==> config.mk <==
export PLATFORM = sky130hd
export DESIGN_NAME = dram_refresh_seq
export DESIGN_NICKNAME = d
export VERILOG_FILES = /design/src/rtl/dram_seq_pkg.sv /design/src/rtl/dram_rst_sync.sv /design/src/rtl/dram_ref_timer.sv /design/src/rtl/dram_strobe_fsm.sv /design/src/rtl/dram_refresh_seq.sv
export SDC_FILE = /design/constraint.sdc
export NUM_CORES = 1
export LEC_CHECK = 0
export BUFFER_PORTS_ARGS = -buffer_cell sky130_fd_sc_hd__buf_4
export CAP_MARGIN = 20
export CORE_ASPECT_RATIO = 2
export CORE_MARGIN = 10
export CORE_UTILIZATION = 55
export CTS_CLUSTER_SIZE = 20
export DETAILED_ROUTE_END_ITERATION = 10
export GPL_TIMING_DRIVEN = 1
export PLACE_DENSITY_LB_ADDON = 0.2
export RECOVER_POWER = 50
export SYNTH_ARGS = -nofsm -noshare
export SYNTH_HDL_FRONTEND = slang
export SYNTH_SLANG_ARGS = --single-unit
==> constraint.sdc <==
create_clock -name clk -period 1.1 [get_ports clk]
set_clock_uncertainty 0.1 [all_clocks]
set_input_delay 0.055 -clock clk [delete_from_list [all_inputs] [get_ports clk]]
set_output_delay 0.055 -clock clk [all_outputs]
set_load 0.005 [all_outputs]
==> src/rtl/dram_seq_pkg.sv <==
package dram_seq_pkg;

  typedef enum logic [2:0] {
    ST_PAUSE,
    ST_IDLE,
    ST_WAITG,
    ST_PRE,
    ST_CAS,
    ST_RAS,
    ST_REC
  } seq_st_e;

  function automatic int max4(input int a, input int b, input int c, input int d);
    int m;
    m = a;
    if (b > m) m = b;
    if (c > m) m = c;
    if (d > m) m = d;
    return m;
  endfunction

endpackage

==> src/rtl/dram_rst_sync.sv <==
module dram_rst_sync #(
  parameter int STAGES = 2
) (
  input  logic clk,
  input  logic rst_n,
  output logic rst_sync_n
);

  logic [STAGES-1:0] sync_q;

  always_ff @(posedge clk or negedge rst_n) begin
    if (!rst_n) sync_q <= '0;
    else        sync_q <= {sync_q[STAGES-2:0], 1'b1};
  end

  assign rst_sync_n = sync_q[STAGES-1];

endmodule

==> src/rtl/dram_ref_timer.sv <==
module dram_ref_timer #(
  parameter int REF_PERIOD = 780,
  parameter int PEND_MAX   = 4,
  localparam int PW        = $clog2(PEND_MAX + 1)
) (
  input  logic          clk,
  input  logic          rst_n,
  input  logic          run,
  input  logic          done,
  output logic [PW-1:0] pend
);

  localparam int TW = $clog2(REF_PERIOD);

  logic [TW-1:0] tcnt_q, tcnt_d;
  logic [PW-1:0] pend_q, pend_d;
  logic          tick;

  always_comb begin
    tick   = run && (tcnt_q == TW'(REF_PERIOD - 1));
    tcnt_d = tcnt_q;
    if (!run)      tcnt_d = '0;
    else if (tick) tcnt_d = '0;
    else           tcnt_d = tcnt_q + 1'b1;

    pend_d = pend_q;
    unique case ({tick, done})
      2'b10:   if (pend_q != PW'(PEND_MAX)) pend_d = pend_q + 1'b1;
      2'b01:   if (pend_q != '0)            pend_d = pend_q - 1'b1;
      default: pend_d = pend_q;
    endcase
  end

  always_ff @(posedge clk or negedge rst_n) begin
    if (!rst_n) begin
      tcnt_q <= '0;
      pend_q <= '0;
    end else begin
      tcnt_q <= tcnt_d;
      pend_q <= pend_d;
    end
  end

  assign pend = pend_q;

endmodule

==> src/rtl/dram_strobe_fsm.sv <==
module dram_strobe_fsm
  import dram_seq_pkg::*;
#(
  parameter int PAUSE_CYC   = 10000,
  parameter int INIT_CYCLES = 8,
  parameter int T_CSR       = 2,
  parameter int T_RAS       = 4,
  parameter int T_RP        = 3
) (
  input  logic       clk,
  input  logic       rst_n,
  input  logic       pend_any,
  input  logic       gnt,
  output logic       ras_n,
  output logic [1:0] cas_n,
  output logic       ref_req,
  output logic       ready,
  output logic       ref_done,
  output logic       in_pause
);

  localparam int CMAX = max4(PAUSE_CYC, T_CSR, T_RAS, T_RP);
  localparam int CW   = $clog2(CMAX + 1);
  localparam int IW   = $clog2(INIT_CYCLES + 1);

  seq_st_e       st_q, st_d;
  logic [CW-1:0] cnt_q, cnt_d;
  logic [IW-1:0] init_q, init_d;
  logic          rdy_q, rdy_d;
  logic          phase_end;

  always_comb begin
    phase_end = (cnt_q == '0);
    st_d      = st_q;
    cnt_d     = phase_end ? cnt_q : cnt_q - 1'b1;
    init_d    = init_q;
    rdy_d     = rdy_q;
    ref_done  = 1'b0;
    unique case (st_q)
      ST_PAUSE: if (phase_end) begin
        st_d  = ST_CAS;
        cnt_d = CW'(T_CSR - 1);
      end
      ST_IDLE: if (pend_any) st_d = ST_WAITG;
      ST_WAITG: if (gnt) begin
        st_d  = ST_PRE;
        cnt_d = CW'(T_RP - 1);
      end
      ST_PRE: if (phase_end) begin
        st_d  = ST_CAS;
        cnt_d = CW'(T_CSR - 1);
      end
      ST_CAS: if (phase_end) begin
        st_d  = ST_RAS;
        cnt_d = CW'(T_RAS - 1);
      end
      ST_RAS: if (phase_end) begin
        st_d  = ST_REC;
        cnt_d = CW'(T_RP - 1);
        if (rdy_q) ref_done = 1'b1;
        else       init_d   = init_q - 1'b1;
      end
      ST_REC: if (phase_end) begin
        if (!rdy_q) begin
          if (init_q == '0) begin
            rdy_d = 1'b1;
            st_d  = ST_IDLE;
          end else begin
            st_d  = ST_CAS;
            cnt_d = CW'(T_CSR - 1);
          end
        end else if (pend_any && gnt) begin
          st_d  = ST_CAS;
          cnt_d = CW'(T_CSR - 1);
        end else begin
          st_d  = ST_IDLE;
        end
      end
      default: st_d = ST_IDLE;
    endcase
  end

  always_ff @(posedge clk or negedge rst_n) begin
    if (!rst_n) begin
      st_q   <= ST_PAUSE;
      cnt_q  <= CW'(PAUSE_CYC);
      init_q <= IW'(INIT_CYCLES);
      rdy_q  <= 1'b0;
    end else begin
      st_q   <= st_d;
      cnt_q  <= cnt_d;
      init_q <= init_d;
      rdy_q  <= rdy_d;
    end
  end

  assign ras_n    = (st_q != ST_RAS);
  assign cas_n    = {2{!((st_q == ST_CAS) || (st_q == ST_RAS))}};
  assign ready    = rdy_q;
  assign ref_req  = rdy_q && (st_q != ST_IDLE) && (st_q != ST_PAUSE);
  assign in_pause = (st_q == ST_PAUSE);

endmodule

==> src/rtl/dram_refresh_seq.sv <==
module dram_refresh_seq #(
  parameter int PAUSE_CYC   = 10000,
  parameter int INIT_CYCLES = 8,
  parameter int REF_PERIOD  = 780,
  parameter int PEND_MAX    = 4,
  parameter int T_CSR       = 2,
  parameter int T_RAS       = 4,
  parameter int T_RP        = 3
) (
  input  logic       clk,
  input  logic       rst_n,
  input  logic       ref_gnt,
  output logic       ref_req,
  output logic       ready,
  output logic       ras_n,
  output logic [1:0] cas_n,
  output logic       we_n,
  output logic       oe_n,
  output logic       dq_oe
);

  localparam int PW = $clog2(PEND_MAX + 1);

  logic          rst_sync_n;
  logic [PW-1:0] pend;
  logic          ref_done;
  logic          in_pause;

  dram_rst_sync #(.STAGES(2)) u_rst (
    .clk        (clk),
    .rst_n      (rst_n),
    .rst_sync_n (rst_sync_n)
  );

  dram_ref_timer #(
    .REF_PERIOD (REF_PERIOD),
    .PEND_MAX   (PEND_MAX)
  ) u_timer (
    .clk   (clk),
    .rst_n (rst_sync_n),
    .run   (ready),
    .done  (ref_done),
    .pend  (pend)
  );

  dram_strobe_fsm #(
    .PAUSE_CYC   (PAUSE_CYC),
    .INIT_CYCLES (INIT_CYCLES),
    .T_CSR       (T_CSR),
    .T_RAS       (T_RAS),
    .T_RP        (T_RP)
  ) u_fsm (
    .clk      (clk),
    .rst_n    (rst_sync_n),
    .pend_any (pend != '0),
    .gnt      (ref_gnt),
    .ras_n    (ras_n),
    .cas_n    (cas_n),
    .ref_req  (ref_req),
    .ready    (ready),
    .ref_done (ref_done),
    .in_pause (in_pause)
  );

  assign we_n  = 1'b1;
  assign oe_n  = 1'b1;
  assign dq_oe = 1'b0;

endmodule

**Word level (Yosys, flattened, before mapping)**

Cells that the tools add are included.

- Add/sub/neg operators: 5
- Equality and inequality tests: 20
- Muxes and demuxes: 30
- Bitwise logic cells: 1
- Reduce and logical (&&, ||, !) cells: 17

Operators with widths:

| cell | count |
|---|---|
| $mux W14 | 9 |
| $pmux W14 S5 | 1 |
| $mux W3 | 11 |
| $mux W10 | 2 |
| $pmux W3 S6 | 1 |
| $logic_not A14 Y1 | 1 |
| $ne A2 B1 Y1 const B | 7 |
| $sub A14 B1 Y14 const B | 1 |
| $add A10 B1 Y10 const B | 1 |
| $eq A10 B10 Y1 const B | 1 |
| $eq A3 B3 Y1 const B | 3 |
| $eq A3 B2 Y1 const B | 2 |
| $ne A3 B3 Y1 const B | 2 |
| $pmux W3 S2 | 1 |
| $reduce_and A3 Y1 | 2 |
| $reduce_and A6 Y1 | 1 |
| $reduce_bool A3 Y1 | 2 |
| $mux W1 | 5 |
| $logic_and A1 B1 Y1 | 4 |
| $logic_not A4 Y1 | 1 |
| $sub A4 B1 Y4 const B | 1 |
| $add A3 B1 Y3 const B | 1 |
| $eq A3 B1 Y1 const B | 1 |
| $logic_not A3 Y1 | 1 |
| other kinds (11) | 11 |

- Register bits: 37
- Input bits: 3
- Output and inout port bits: 8
- Word-level logic and storage cells: 80

**Longest topological paths before layout**

Gate-level depths: netlist of the first run.

- Depth after elaboration: 6
- Depth in mapped cells: 16
- Mapped depth without buffers: 14

**Hierarchy**

From an unflattened synthesis of the first run, not the netlist that was laid out.

- Cell total of the unflattened synthesis: 249
- Area, all modules: 2319.7 sq um

Modules (own cells, without submodules):

| module | times used | cells each | area an instance (sq um) | sequential area each (sq um) |
|---|---|---|---|---|
| dram_strobe_fsm | 1 | 172 | 1517.7 | 558.0 |
| dram_ref_timer | 1 | 68 | 711.9 | 325.3 |
| dram_rst_sync | 1 | 3 | 53.8 | 50.0 |
| dram_refresh_seq | 1 | 6 | 36.3 | 0.0 |

**Worst setup path after synthesis of the first run**

Ideal clock, no wire load.

- Kind: register -> register
- Start point: register u_fsm.cnt_q[1]
- End point: register u_timer.pend_q[2], in the netlist u_timer.pend[2]
- Library setup time: 0.079 ns
- Data arrival time: 2.749 ns
- Required time: 0.921 ns
- Path slack: -1.828 ns
- Cell stages (with the launch flop): 16
- Path buffers: 2
- Period minus slack after synthesis: 2.928 ns
- Cell sequence: dfrtp_1 inv_1 ha_1 nor4b_4 and4_1 buf_6 inv_6 buf_6 nor2_1 and2_1 ha_1 inv_1 fa_1 xor2_1 nor2_1 xor2_1

- Longest elaborated chain between the ends: 6
- Elaborated cells between the ends (all ways): 10
- Those cells by class: 4 x eq/ne; 3 x mux; 3 x reduce/logical

Ends and longest elaborated chain:

| item | line | RTL |
|---|---|---|
| start, declared | dram_strobe_fsm.sv:27 | `logic [CW-1:0] cnt_q, cnt_d;` |
| start signal, assigned | dram_strobe_fsm.sv:86 | `cnt_q <= CW'(PAUSE_CYC);` |
| start signal, assigned | dram_strobe_fsm.sv:91 | `cnt_q <= cnt_d;` |
| $logic_not A14 Y1 * | dram_strobe_fsm.sv:33 | `phase_end = (cnt_q == '0);` |
| $mux W1 * | dram_strobe_fsm.sv:57 | `ST_RAS: if (phase_end) begin` |
| $mux W1 * | dram_strobe_fsm.sv:39 | `unique case (st_q)` |
| $eq A2 B1 Y1 / $eq A2 B2 Y1 (equally long branches) | dram_ref_timer.sv:27 | `unique case ({tick, done})` |
| $ne A2 B1 Y1 (no source line) / $reduce_bool A2 Y1 (equally long branches) | n/a |  |
| $reduce_and A3 Y1 (no source line) | n/a |  |
| end signal, assigned | dram_ref_timer.sv:40 | `pend_q <= pend_d;` |
| end, declared | dram_ref_timer.sv:16 | `logic [PW-1:0] pend_q, pend_d;` |

Every way passes the cells marked *; elsewhere a longest branch is shown, timed or not.
A chain may end at the register's enable or synchronous reset.

**Worst setup path in the final report of the first run**

- Start point: register u_fsm.cnt_q[0]
- End point: register u_timer.pend_q[2], in the netlist u_timer.pend[2]

The elaborated chain is that of the path after synthesis.

==> results of run 1 <==
==> logic make-up after synthesis <==
kind of cell | share of synthesized area
AOI/OAI and AO/OA | 0.113
xor gates and xnor gates | 0.0945
adders and majority gates | 0.0505
buffers and inverters | 0.0622
DFF | 0.438
muxes | 0.00470
other | 0.00352
and+or+nand+nor | 0.234
==> metal layers <==
layer,wire (um),vias up,GRT usage,share of wire
met1,2160,1019,0.168,0.33
met4,366,0,0.121,0.056
met3,202,34,0.0301,0.031
met5,0,-,0,0
met2,3820,71,0.347,0.58
li1,-,935,-,-
==> path summary, 6_finish.rpt <==
| path | cells after the start | from | slack (ps) | endpoint |
|---|---|---|---|---|
| worst max-delay path | 13 | u_fsm.cnt_q[0] | -1460 | u_timer.pend[2] |
| worst min-delay path | 4 | ref_gnt | 160 | u_fsm.cnt_q[1] |
| worst max register to register | 13 | u_fsm.cnt_q[0] | -1460 | u_timer.pend[2] |
| worst min register to register | 1 | u_rst.sync_q[1] | 230 | u_fsm.cnt_q[11] |
| max in group asynchronous | 3 | rst_n | 210 | u_rst.sync_q[1] |
| min in group asynchronous | 1 | u_rst.sync_q[1] | 230 | u_fsm.cnt_q[11] |
==> synth_stat cells (2+ instances only) <==
cell,count
dfrtp_1,31
nor2_1,30
nand2_1,17
xor2_1,15
inv_1,13
nand3_1,9
xnor2_1,8
a21oi_1,7
ha_1,7
clkbuf_1,6
dfstp_2,6
o21ai_0,5
buf_4,4
nand4_1,4
nor3_1,4
nor3b_1,4
and2_1,3
nor2b_1,3
o211ai_1,3
a31oi_1,2
and3_1,2
and4_1,2
buf_6,2
conb_1,2
nand3b_1,2
nand4b_1,2
nor3_2,2
o221ai_1,2
==> power groups by stage <==
stage / Combinational, mW / Sequential (mW) / Clock, mW
2_1_floorplan: 0.0110 / 1.41 / 0
3_3_place_gp: 0.0462 / 1.39 / 0
3_5_place_dp: 0.0474 / 1.39 / 0
4_1_cts: 0.0530 / 1.37 / 0.953
5_1_grt: 0.0550 / 1.37 / 1.00
6_report: 0.0481 / 1.37 / 0.938
==> sequential cells by signal (all words and copies together) (netlist names) <==
| signal | flops |
|---|---|
| u_fsm.cnt_q | 14 |
| u_fsm.init_q | 4 |
| u_timer.pend | 3 |
| u_rst.sync_q | 2 |
| u_timer.tcnt_q | 10 |
| u_fsm.ready | 1 |
| u_fsm.st_q | 3 |
==> worst reg2reg max path: stages (launching register included) <==
cell and delay (ps):
dfrtp_1 400, inv_2 90, ha_4 130, nor4b_4 210, and4_4 310, inv_8 40
nor2_4 100, and2_4 160, ha_4 140, inv_2 40, fa_2 330, xor2_1 160
nor2_1 130, xor2_1 150
==> area by class of cell <==
type	count	area [sq um]
Multi-Input combinational cell	161	1310
Tap cell	51	63.8
Fill cell	192	546
Timing Repair Buffer	93	800
Sequential cell	37	935
Clock buffer	5	68.8
Clock inverter	3	17.5
Inverter	14	67.6
==> timing repair <==
item,CTS,global route
gates cloned,1,0
resized for setup,39,36
setup endpoints to repair,40,40
hold buffers,2,0
setup buffers,18,18
hold endpoints to repair,2,0
pin swaps,22,29
==> metrics by stage <==
stage	cells	worst slack, ps	TNS (ps)	hold slack, ps
after global placement	323	-1400	-23990	-264
final	364	-1460	-33680	163
after floorplan	223	-1710	-23990	-341
after detailed placement	323	-1480	-25850	-262
after global routing	364	-1540	-36530	191
after CTS	349	-1380	-28510	128
==> out/qor.csv, run 1 <==
stage;metric;value;unit
cells_and_area;fin_nets;323;
detailed_routing;wire_per_inst;18.0;um
cells_and_area;mostFrequentLayoutCell;buf_4;
yosys;synth_top_cell_by_area;dfrtp_1;
die;die_area;6910;sq um
detailed_routing;via_count;2059;
die;ioPinCount;11;
detailed_routing;first_pass_iters;4;
global_route;antenna_found_initial;0;
yosys;avgSynthCellArea;9.64;sq um
worst_setup_path;critPathArrivalTime;2690;ps
clock_tree;clockBufferDepth;2;
worst_setup_path;crit_path_max_fanout;2;
yosys;yosysWarnings;0;
clock_tree;cts.htree.levels;2;
clock_tree;cts_tree;yes;
global_route;gr-usage-all-layers;0.182;
flow_run;max_cap_viol_count;0;
power_and_ir_drop;p_int;1.82;mW
clock_tree;clock_sinks;37;
cells_and_area;syn_to_final_growth;52.9;%
cells_and_area;drive_gt1_frac;0.502;
status;violations;negative setup slack;
yosys;synthArstFlopShare;1.00;
placement;gp_congestion;0.798;
timing;max_freq;390;MHz
clock_tree;clkTransAtPathRegs;80;ps
clock_tree;cts-root-buf;clkbuf_8;
yosys;synth_cells;221;
worst_setup_path;end_kind;flop;
cells_and_area;insertedDiodeCount;0;
worst_setup_path;slowest_delay;400;ps
global_route;first_global_vias;2195;
placement;portBuffers;7;
yosys;synth_cell_types;52;
clock_tree;clkLatencyLatePin;300;ps
timing;final-hold-violation-count;0;
yosys;synth_edf_count;0;
power_and_ir_drop;p_sw;536;uW
cells_and_area;postLayoutCoreUtil;0.857;
placement;placed_cell_area;2640;sq um
yosys;synth.area.top_cells;dfrtp_1 36%, dfstp_2 7.4%, xor2_1 6.2%;
detailed_routing;drtIter0Drc;104;
power_and_ir_drop;clkPwrFrac;0.399;
timing;slew_viol_final;0;
yosys;seq_area_frac_synth;0.438;
clock_tree;cts_made_buffers;5;
worst_setup_path;crit_slowest_cell;dfrtp_1;
power_and_ir_drop;p_leak;1.41;nW
worst_setup_path;worstSetupPathType;reg -> reg;
die;core_area;3800;sq um
global_route;grt_overflow_total;0;
cells_and_area;design_area;3260;sq um
worst_setup_path;crit_chain;inv_2 -> ha_4 -> nor4b_4 -> and4_4 -> inv_8 -> nor2_4 -> and2_4 -> ha_4 -> inv_2 -> fa_2 -> xor2_1 -> nor2_1 -> xor2_1;
power_and_ir_drop;ir_drop;990;uV
die;die_h;108;um
worst_setup_path;startpoint_type;flop;
global_route;grt_max_degree;36;
timing;finalWorstPathRequiredPeriod;2560;ps
worst_setup_path;crit_buf_inv;3;
yosys;yosys_most_used_dff;dfrtp_1;
min_path;min_path_type;in -> reg;
power_and_ir_drop;power_frac_comb;0.020;
yosys;ys_ff_latch;37;
power_and_ir_drop;switching_share;0.228;
cells_and_area;mostFrequentLayoutCells;72 x buf_4, 30 x dfrtp_1, 25 x nor2_1, 14 x xor2_1, 13 x buf_6;
die;die_width;64.0;um
worst_setup_path;critPathRequiredTime;1220;ps
die;start_util;0.560;
global_route;grt_pass1_wl;10100;um
detailed_routing;drc;0;
power_and_ir_drop;seqPwrFrac;0.581;
timing;timing.final.ws_setup;-1460;ps
timing;setup_viol;40;
timing;finalCritPeriodShare;2.33;
worst_setup_path;critPathTopFamily;simple AND/OR/NAND/NOR gates;
detailed_routing;vias_per_cell;5.66;
detailed_routing;ant_nets;0;
power_and_ir_drop;power_density;722;nW/um^2
yosys;yosys.area.top_type_share;0.364;
die;row_count;32;
power_and_ir_drop;power;2.35;mW
yosys;synthesis.area;2130;sq um
detailed_routing;routed_wirelength;6550;um
placement;hpwl;3840;um
status;status;finished, violations left;
timing;rsz0062_at_grt;yes;
(Power assumes the default switching activity.)
==> inputs of run 2 (changes only) <==
--- a/config.mk
+++ b/config.mk
@@ -7,9 +7,11 @@
 export LEC_CHECK = 0
 export BUFFER_PORTS_ARGS = -buffer_cell sky130_fd_sc_hd__buf_4
 export CAP_MARGIN = 20
+export CELL_PAD_IN_SITES_DETAIL_PLACEMENT = 1
+export CELL_PAD_IN_SITES_GLOBAL_PLACEMENT = 1
 export CORE_ASPECT_RATIO = 2
 export CORE_MARGIN = 10
-export CORE_UTILIZATION = 55
+export CORE_UTILIZATION = 43
 export CTS_CLUSTER_SIZE = 20
 export DETAILED_ROUTE_END_ITERATION = 10
 export GPL_TIMING_DRIVEN = 1
==> run 2 against run 1 <==
  * The flow still finishes with violations (negative setup slack)
  * Global-route usage increased by 1.5 points
  * Design area increased by 5.8%
  * First-iteration DRC count increased by 6.7%
  * Largest power group unchanged
==> out/qor.csv, run 2 (synthesized netlist as in run 1, its figures left out) <==
stage;metric;value;unit
worst_setup_path;crit_path_max_fanout;2;
cells_and_area;stdcell_count;374;
global_route;grt_overflow_total;0;
clock_tree;clockBufferDepth;2;
worst_setup_path;r2r_cells;13;
placement;gp_congestion;0.773;
power_and_ir_drop;p_sw;592;uW
detailed_routing;routed_wirelength;9630;um
timing;rsz0062_at_grt;yes;
detailed_routing;wire_per_inst;25.7;um
power_and_ir_drop;switching_share;0.224;
detailed_routing;first_pass_iters;4;
cells_and_area;top_register;u_fsm.cnt_q;
worst_setup_path;critPathRequiredTime;1230;ps
global_route;first_global_vias;2379;
timing;max_freq;371;MHz
worst_setup_path;startpoint_type;flop;
global_route;gr-usage-all-layers;0.197;
die;row_count;36;
cells_and_area;drive_gt1_frac;0.536;
die;core_area;4820;sq um
cells_and_area;seq_area;935;sq um
clock_tree;cts_tree;yes;
timing;timing.final.ws_setup;-1590;ps
timing;final-hold-violation-count;0;
detailed_routing;via_count;2131;
cells_and_area;mostFrequentLayoutCells;75 x buf_4, 30 x dfrtp_1, 25 x nor2_1, 14 x buf_6, 12 x xor2_1;
placement;portBuffers;7;
clock_tree;clock_sinks;37;
clock_tree;cts_made_buffers;5;
cells_and_area;multi_input_area;1400;sq um
power_and_ir_drop;seqPwrFrac;0.516;
timing;tightestPinTransition;542;ps
power_and_ir_drop;power;2.64;mW
flow_run;max_cap_viol_count;0;
status;status;finished, violations left;
clock_tree;clkLatencyLatePin;310;ps
global_route;grt_max_degree;36;
worst_setup_path;end_kind;flop;
min_path;hold-path-cell-count;4;
global_route;antenna_found_initial;0;
worst_setup_path;worstSetupPathType;reg -> reg;
timing;slew_viol_final;0;
power_and_ir_drop;clkPwrFrac;0.464;
timing;max_slew_margin;0.634;
die;ioPinCount;11;
cells_and_area;largest_registers;u_fsm.cnt_q x14, u_timer.tcnt_q x10, u_fsm.init_q x4;
cells_and_area;postLayoutCoreUtil;0.715;
clock_tree;cts.htree.levels;2;
placement;place_inst;329;
detailed_routing;drtIter0Drc;111;
die;die_width;69.8;um
timing;fin_tns_setup;-35020;ps
clock_tree;cts-root-buf;clkbuf_8;
worst_setup_path;critPathArrivalTime;2820;ps
power_and_ir_drop;p_int;2.05;mW
detailed_routing;drc;0;
timing;setup_viol;40;
cells_and_area;syn_to_final_growth;61.7;%
global_route;grt_pass1_wl;13100;um
status;violations;negative setup slack;
timing;finalCritPeriodShare;2.45;
min_path;min_path_type;in -> reg;
cells_and_area;insertedDiodeCount;0;
timing;finalWorstPathRequiredPeriod;2690;ps
worst_setup_path;ff2ff_setup_slack;-1590;ps
detailed_routing;ant_nets;0;
clock_tree;clkTransAtPathRegs;80;ps
placement;hpwl;4510;um
die;die_h;120;um
cells_and_area;fillers;472;
power_and_ir_drop;ir_drop;1250;uV
power_and_ir_drop;p_leak;1.47;nW
cells_and_area;mostFrequentLayoutCell;buf_4;
die;start_util;0.442;
cells_and_area;largest_reg_flops;14;
power_and_ir_drop;power_density;767;nW/um^2
power_and_ir_drop;power_frac_comb;0.020;
cells_and_area;fin_nets;327;
detailed_routing;vias_per_cell;5.70;
die;die_area;8340;sq um
run 2: worst paths after layout:
check                                start              end
setup / recovery            u_fsm.cnt_q[1]  u_timer.pend[2]
hold reg to reg            u_rst.sync_q[1]   u_fsm.cnt_q[1]
min in group asynchronous  u_rst.sync_q[1]   u_fsm.cnt_q[1]
setup reg to reg            u_fsm.cnt_q[1]  u_timer.pend[2]
max in group asynchronous            rst_n  u_rst.sync_q[1]
hold / removal                     ref_gnt   u_fsm.cnt_q[1]
run 2: power by group through the flow:
stage               Clock, mW  Sequential [mW]  Combinational [mW]
floorplan                   0             1.41              0.0110
global placement            0             1.39              0.0471
detailed placement          0             1.39              0.0492
CTS                      1.22             1.37              0.0550
global route             1.29             1.37              0.0574
finish                   1.23             1.37              0.0521
run 2: per-stage QoR:
step / worst slack (ps) / area (sq um) / hold slack [ps]
detailed placement: -1530 / 2650 / -261
finish: -1590 / 3450 / 210
CTS: -1440 / 3230 / 125
global placement: -1420 / 2650 / -263
global route: -1670 / 3450 / 186
floorplan: -1710 / 2180 / -341
run 2: worst max-delay path, stage by stage, from the launching register on:
cell and delay [ps]:
dfrtp_1 410, inv_2 90, ha_4 130, nor4b_4 260
and4_4 320, inv_8 40, nor2_4 60, and2_4 160
ha_4 140, inv_2 50, fa_2 370, xor2_2 170
nor2_2 130, xor2_1 190
run 2: final cells by class:
type                    instances  area share
multi-input cells             160       0.407
flip-flops and latches         37       0.271
repair buffers                 98       0.249
clock buffers                   6      0.0211
inverters                      14      0.0211
well taps                      57      0.0207
clock inverters                 2      0.0102
run 2: what timing repair did:
| item | in CTS | in global routing |
|---|---|---|
| setup buffers | 26 | 19 |
| pin swaps | 33 | 43 |
| hold buffers | 2 | 0 |
| setup endpoints to repair | 40 | 40 |
| cloned | 1 | 0 |
| resized for setup | 57 | 43 |
| hold endpoints to repair | 2 | 0 |
run 2: metal layers:
| layer | wire length [um] | part of all wire | global-route usage | up-vias |
|---|---|---|---|---|
| met5 | 0 | 0 | 0 | - |
| met4 | 467 | 0.049 | 0.0955 | 0 |
| met3 | 349 | 0.036 | 0.0231 | 38 |
| met2 | 5450 | 0.57 | 0.383 | 70 |
| met1 | 3360 | 0.35 | 0.196 | 1083 |
| li1 | - | - | - | 940 |
